<file path="src/rtl/pll_feed_pkg.sv">
package pll_feed_pkg;
  localparam int unsigned ADDR_W = 4;
  localparam int unsigned DATA_W = 16;
  localparam int unsigned MULT_W = 5;
  localparam int unsigned DIV_W  = 2;
  localparam int unsigned KEY_W  = 8;
  localparam int unsigned MFAC_W = MULT_W + 1;
  localparam int unsigned DFAC_W = (1 << DIV_W);

  localparam logic [ADDR_W-1:0] OFS_CTRL = 4'h0;
  localparam logic [ADDR_W-1:0] OFS_CFG  = 4'h4;
  localparam logic [ADDR_W-1:0] OFS_STAT = 4'h8;
  localparam logic [ADDR_W-1:0] OFS_KEY  = 4'hC;

  localparam logic [KEY_W-1:0] KEY_FIRST  = 8'hAA;
  localparam logic [KEY_W-1:0] KEY_SECOND = 8'h55;

  typedef struct packed {
    logic conn;
    logic en;
  } pll_ctrl_t;

  typedef struct packed {
    logic [DIV_W-1:0]  div;
    logic [MULT_W-1:0] mult;
  } pll_cfg_t;

  typedef enum logic {KEY_IDLE, KEY_ARMED} key_state_e;
endpackage

</file>
<file path="src/rtl/pll_key_seq.sv">
module pll_key_seq
  import pll_feed_pkg::*;
(
  input  logic             clk_i,
  input  logic             rst_ni,
  input  logic             acc_i,
  input  logic             key_wr_i,
  input  logic [KEY_W-1:0] key_i,
  output logic             commit_o
);
  key_state_e state_q, state_d;

  always_comb begin
    state_d  = KEY_IDLE;
    commit_o = 1'b0;
    if (acc_i) begin
      if (key_wr_i && key_i == KEY_FIRST) begin
        state_d = KEY_ARMED;            // fresh 0xAA always (re)arms
      end else if (state_q == KEY_ARMED && key_wr_i && key_i == KEY_SECOND) begin
        commit_o = 1'b1;
      end
    end
  end

  always_ff @(posedge clk_i or negedge rst_ni) begin
    if (!rst_ni) state_q <= KEY_IDLE;
    else         state_q <= state_d;
  end

  // a commit is always preceded by a first-key write on the prior clock
  p_commit_after_first_r4: assert property (@(posedge clk_i) disable iff (!rst_ni)
    commit_o |-> $past(acc_i && key_wr_i && key_i == KEY_FIRST));
endmodule

</file>
<file path="src/rtl/pll_lock_sync.sv">
module pll_lock_sync #(
  parameter int unsigned STAGES = 2
) (
  input  logic clk_i,
  input  logic rst_ni,
  input  logic d_i,
  output logic q_o
);
  logic [STAGES-1:0] chain_q;

  for (genvar i = 0; i < STAGES; i++) begin : g_stage
    if (i == 0) begin : g_first
      always_ff @(posedge clk_i or negedge rst_ni) begin
        if (!rst_ni) chain_q[0] <= 1'b0;
        else         chain_q[0] <= d_i;
      end
    end else begin : g_next
      always_ff @(posedge clk_i or negedge rst_ni) begin
        if (!rst_ni) chain_q[i] <= 1'b0;
        else         chain_q[i] <= chain_q[i-1];
      end
    end
  end

  assign q_o = chain_q[STAGES-1];
endmodule

</file>
<file path="src/rtl/pll_shadow_bank.sv">
module pll_shadow_bank
  import pll_feed_pkg::*;
(
  input  logic              clk_i,
  input  logic              rst_ni,
  input  logic              commit_i,
  input  pll_ctrl_t         ctrl_i,
  input  pll_cfg_t          cfg_i,
  output pll_ctrl_t         ctrl_o,
  output pll_cfg_t          cfg_o,
  output logic              clk_sel_o,
  output logic [MFAC_W-1:0] mult_factor_o,
  output logic [DFAC_W-1:0] div_factor_o
);
  pll_ctrl_t ctrl_q;
  pll_cfg_t  cfg_q;

  always_ff @(posedge clk_i or negedge rst_ni) begin
    if (!rst_ni) begin
      ctrl_q <= '0;
      cfg_q  <= '0;
    end else if (commit_i) begin
      ctrl_q <= ctrl_i;
      cfg_q  <= cfg_i;
    end
  end

  assign ctrl_o        = ctrl_q;
  assign cfg_o         = cfg_q;
  // no lock qualification by design: software owns sequencing
  assign clk_sel_o     = ctrl_q.en & ctrl_q.conn;
  assign mult_factor_o = MFAC_W'(cfg_q.mult) + MFAC_W'(1);
  assign div_factor_o  = DFAC_W'(1) << cfg_q.div;

  // without a commit the shadow state is frozen
  p_shadow_hold_r5: assert property (@(posedge clk_i) disable iff (!rst_ni)
    !commit_i |=> $stable({ctrl_q, cfg_q}));

  // PLL selection can only begin right after a commit
  p_sel_after_commit_r8: assert property (@(posedge clk_i) disable iff (!rst_ni)
    $rose(clk_sel_o) |-> $past(commit_i));
endmodule

</file>
<file path="src/rtl/pll_feed_ctrl.sv">
module pll_feed_ctrl
  import pll_feed_pkg::*;
#(
  parameter int unsigned SYNC_STAGES = 2
) (
  input  logic              clk_i,
  input  logic              rst_ni,
  input  logic              req_i,
  input  logic              we_i,
  input  logic [ADDR_W-1:0] addr_i,
  input  logic [DATA_W-1:0] wdata_i,
  output logic [DATA_W-1:0] rdata_o,
  input  logic              lock_i,
  output logic              pll_en_o,
  output logic [MULT_W-1:0] pll_mult_o,
  output logic [DIV_W-1:0]  pll_div_o,
  output logic [MFAC_W-1:0] pll_mult_factor_o,
  output logic [DFAC_W-1:0] pll_div_factor_o,
  output logic              clk_sel_pll_o,
  output logic              lock_irq_o
);
  localparam int unsigned CFG_W  = $bits(pll_cfg_t);
  localparam int unsigned CTRL_W = $bits(pll_ctrl_t);

  pll_ctrl_t ctrl_hold_q, ctrl_sh;
  pll_cfg_t  cfg_hold_q,  cfg_sh;
  logic      wr, rd, commit, lock_flag;

  assign wr = req_i &  we_i;
  assign rd = req_i & ~we_i;

  always_ff @(posedge clk_i or negedge rst_ni) begin
    if (!rst_ni) begin
      ctrl_hold_q <= '0;
      cfg_hold_q  <= '0;
    end else if (wr) begin
      if (addr_i == OFS_CTRL) ctrl_hold_q <= pll_ctrl_t'(wdata_i[CTRL_W-1:0]);
      if (addr_i == OFS_CFG)  cfg_hold_q  <= pll_cfg_t'(wdata_i[CFG_W-1:0]);
    end
  end

  pll_key_seq u_key_seq (
    .clk_i    (clk_i),
    .rst_ni   (rst_ni),
    .acc_i    (req_i),
    .key_wr_i (wr && addr_i == OFS_KEY),
    .key_i    (wdata_i[KEY_W-1:0]),
    .commit_o (commit)
  );

  pll_shadow_bank u_shadow (
    .clk_i         (clk_i),
    .rst_ni        (rst_ni),
    .commit_i      (commit),
    .ctrl_i        (ctrl_hold_q),
    .cfg_i         (cfg_hold_q),
    .ctrl_o        (ctrl_sh),
    .cfg_o         (cfg_sh),
    .clk_sel_o     (clk_sel_pll_o),
    .mult_factor_o (pll_mult_factor_o),
    .div_factor_o  (pll_div_factor_o)
  );

  pll_lock_sync #(.STAGES(SYNC_STAGES)) u_lock_sync (
    .clk_i  (clk_i),
    .rst_ni (rst_ni),
    .d_i    (lock_i),
    .q_o    (lock_flag)
  );

  always_comb begin
    rdata_o = '0;
    if (rd) begin
      unique case (addr_i)
        OFS_CTRL: rdata_o = DATA_W'(ctrl_hold_q);
        OFS_CFG:  rdata_o = DATA_W'(cfg_hold_q);
        OFS_STAT: rdata_o = {5'b0, lock_flag, ctrl_sh.conn, ctrl_sh.en, 1'b0,
                             cfg_sh.div, cfg_sh.mult};
        default:  rdata_o = '0;         // key is write-only
      endcase
    end
  end

  assign pll_en_o   = ctrl_sh.en;
  assign pll_mult_o = cfg_sh.mult;
  assign pll_div_o  = cfg_sh.div;
  assign lock_irq_o = lock_flag;

  // key offset never returns data
  p_key_reads_zero_r6: assert property (@(posedge clk_i) disable iff (!rst_ni)
    (rd && addr_i == OFS_KEY) |-> rdata_o == '0);

  // reserved status bits stay clear
  p_stat_rsvd_zero_r7: assert property (@(posedge clk_i) disable iff (!rst_ni)
    (rd && addr_i == OFS_STAT) |-> (rdata_o[7] == 1'b0 && rdata_o[15:11] == '0));
endmodule

</file>
<file path="config.mk">
export PLATFORM = sky130hd
export DESIGN_NAME = pll_feed_ctrl
export DESIGN_NICKNAME = d
export VERILOG_FILES = /design/src/rtl/pll_feed_pkg.sv /design/src/rtl/pll_key_seq.sv /design/src/rtl/pll_lock_sync.sv /design/src/rtl/pll_shadow_bank.sv /design/src/rtl/pll_feed_ctrl.sv
export SDC_FILE = /design/constraint.sdc
export NUM_CORES = 1
export LEC_CHECK = 0
export ABC_AREA = 1
export BUFFER_PORTS_ARGS = -buffer_cell sky130_fd_sc_hd__buf_2
export CAP_MARGIN = 10
export CORE_ASPECT_RATIO = 1.1
export CORE_UTILIZATION = 48
export CTS_CLUSTER_DIAMETER = 120
export DETAILED_ROUTE_END_ITERATION = 6
export PLACE_DENSITY_LB_ADDON = 0.05
export SLEW_MARGIN = 20
export SYNTH_ARGS = -nofsm -noshare
export SYNTH_HDL_FRONTEND = slang
export SYNTH_SLANG_ARGS = --single-unit
export TNS_END_PERCENT = 1
</file>
<file path="constraint.sdc">
create_clock -name clk_i -period 2.1 [get_ports clk_i]
set_clock_uncertainty 0.15 [all_clocks]
set_input_delay 0.21 -clock clk_i [delete_from_list [all_inputs] [get_ports clk_i]]
set_output_delay 0.21 -clock clk_i [all_outputs]
set_load 0.01 [all_outputs]
</file>
==> results.json <==
{
  "status": "complete, no violations",
  "ctsResizeCount": 0,
  "drc": 0,
  "design.die.area_um2": 2760,
  "ys_warn_count": 0,
  "fin_ws_ns": 0.326,
  "final.period_utilization_pct": 84.5,
  "antenna_found_initial": 0,
  "register_area_um2": 526,
  "clock_latency_ns": 0.30,
  "postRouteWirelength_um": 2730,
  "cell_internal_pwr_uw": 554,
  "cts_buffers": 3,
  "synthCells": 164,
  "p_sw_uw": 222,
  "ys_ff_latch": 21,
  "vdd_ir_drop_max_uv": 411,
  "path_class": "input port to flop",
  "gr-usage-all-layers_pct": 21.4,
  "die_x_um": 50.2,
  "required_ns": 2.16,
  "tns_ns": 0,
  "pwr-share-seq_pct": 60.3,
  "path_cells": "dlygate4sd3_1 -> buf_2 -> inv_1 -> nand4_1 -> nor2_2 -> nand2_2 -> nand2_1 -> nand2_1",
  "fin_crit_ns": 1.77,
  "hold_viol": 0,
  "p_per_area_nw_per_um2": 508,
  "critPathLaunchType": "input port",
  "critPathLaunch": "wdata_i[1]",
  "diodes": 0,
  "cpMostUsedCell": "nand2_1",
  "cts_tree": "yes",
  "multi_input_area_um2": 586,
  "hold_path_class": "input port to flop",
  "design_area_um2": 1530,
  "vias": 1202,
  "fin_cells": 246,
  "first_pass_iters": 4,
  "final_util_pct": 65.9,
  "synth_cell_types": 21,
  "grt_max_degree": 22,
  "wl_per_cell_um": 11.1,
  "place_hpwl_um": 2070,
  "cts-root-buf": "clkbuf_4",
  "htreeDepth": 1,
  "critical-path-top-delay-family": "simple AND/OR/NAND/NOR gates",
  "fill_cells": 219,
  "end_kind": "flop",
  "slowest_stage": "dlygate4sd3_1",
  "cts_hold_buf": 4,
  "nNetsFinal": 243,
  "fmax_mhz": 564,
  "switching_share_pct": 28.6,
  "p_clk_share_pct": 25.8,
  "clk_path_buf_depth": 2,
  "io_pins": 61,
  "grt_pass1_wl_um": 4420,
  "slowest_delay_ns": 0.54,
  "syn_area_um2": 1230,
  "power_uw": 776,
  "p_leak_nw": 0.879,
  "place_inst": 238,
  "core.rowCount": 18,
  "combPwrFrac_pct": 13.9,
  "rsz0062_at_grt": "false",
  "die_h_um": 55.0,
  "area_growth_pct": 24.5,
  "grt.overflow.total": 0,
  "final_common_cell": "nand2_1",
  "postRouteAntennaNets": 0,
  "placed_area_um2": 1460,
  "setup_violations": 0,
  "critPathArrivalTime_ns": 1.83,
  "crit_buf_inv": 3,
  "routabilityCongestion": 0.925,
  "post_drt_via_cell_ratio": 4.89,
  "avgSynthCellArea_um2": 7.48,
  "path_clk_slew_ns": 0.12,
  "preCtsSetupSlack_ns": 0.446,
  "fin_hold_ws_ns": 0.0100,
  "grt_pass1_vias": 1013,
  "maxCapViolCount": 0,
  "critical_path.max_fanout": 10,
  "reg2reg_from": "u_key_seq.state_q",
  "layout_common_cells": "nand2_1, buf_2, inv_1, dfrtp_1, nand3_1",
  "synth_seq_area_share_pct": 42.8,
  "cts_num_sinks": 21,
  "drive_gt1_share_pct": 28.7,
  "final_max_slew_viol_count": 0,
  "hold_start": "wdata_i[7]",
  "drt_iter0_drc": 29,
  "floorplan.initialDensity_pct": 52.9,
  "core_um2": 2320,
  "numPortBuffers": 46,
  "post_cts_buffers": 0
}
## cell type report
type / instances / area share, %
Multi-Input combinational cell: 119 / 38.3
Tap cell: 30 / 2.46
Clock buffer: 4 / 1.72
Timing Repair Buffer: 50 / 17.7
Inverter: 22 / 5.41
Sequential cell: 21 / 34.4
## routing by layer
metal  up-vias  track usage (%)  part of all wire [%]
met5         -                0                     0
met4         0             7.14                     0
met3         0             4.37                   6.8
met2        58             37.6                    50
met1       528             26.5                    43
li1        616                -                     -
## tightest hold or removal path, stage by stage
cell and delay, ns:
buf_2 0.10, nand4_1 0.08, nor3_1 0.05
## kinds of logic (layout without fill, tap and decap cells)
logic type	Yosys count	in the layout	synth area share, %
buffers and inverters	29	76	11.0
other	1	6	0.306
adder cells (fa/ha/maj)	1	1	1.02
AND/OR/NAND/NOR	97	97	36.3
AO/OA/AOI/OAI	12	12	6.42
flip-flops	21	21	42.8
XOR/XNOR	3	3	2.14
## path summary, 6_finish.rpt
| kind | to | slack, ns | cells past startpoint |
|---|---|---|---|
| setup / recovery | u_shadow.ctrl_o[1] | 0.33 | 8 |
| hold / removal | u_key_seq.state_q | 0.01 | 3 |
| setup reg to reg | u_shadow.ctrl_o[1] | 0.87 | 5 |
| hold reg to reg | u_lock_sync.q_o | 0.23 | 0 |
| min in group asynchronous | u_shadow.cfg_o[2] | 0.22 | 2 |
| max in group asynchronous | cfg_hold_q[1] | 1.26 | 2 |
## sequential cells by signal, indices dropped and copies added, names as in the netlist
name                 flops
ctrl_hold_q              2
u_lock_sync.q_o          1
u_shadow.ctrl_o          2
u_key_seq.state_q        1
u_shadow.cfg_o           7
u_lock_sync.chain_q      1
cfg_hold_q               7
## power by group through the flow
stage	clock (mW)	sequential (mW)	combinational, mW
2_1_floorplan	0	0.466	0.0717
3_3_place_gp	0	0.472	0.0991
3_5_place_dp	0	0.474	0.104
4_1_cts	0.204	0.466	0.109
5_1_grt	0.222	0.472	0.123
6_report	0.200	0.468	0.108
## cells in the mapped netlist, drive strengths merged
master | n | share of area, %
a21oi | 5 | 2.0
buf | 7 | 4.3
conb | 1 | 0.31
dfrtp | 21 | 43
ha | 1 | 1.0
inv | 22 | 6.7
nand2 | 52 | 16
nand3 | 19 | 7.7
nand4 | 8 | 4.1
nor2 | 15 | 5.6
nor3 | 3 | 2.5
o21ai | 7 | 4.4
xnor2 | 2 | 1.4
xor2 | 1 | 0.71
Power figures use the tool's default switching activity.
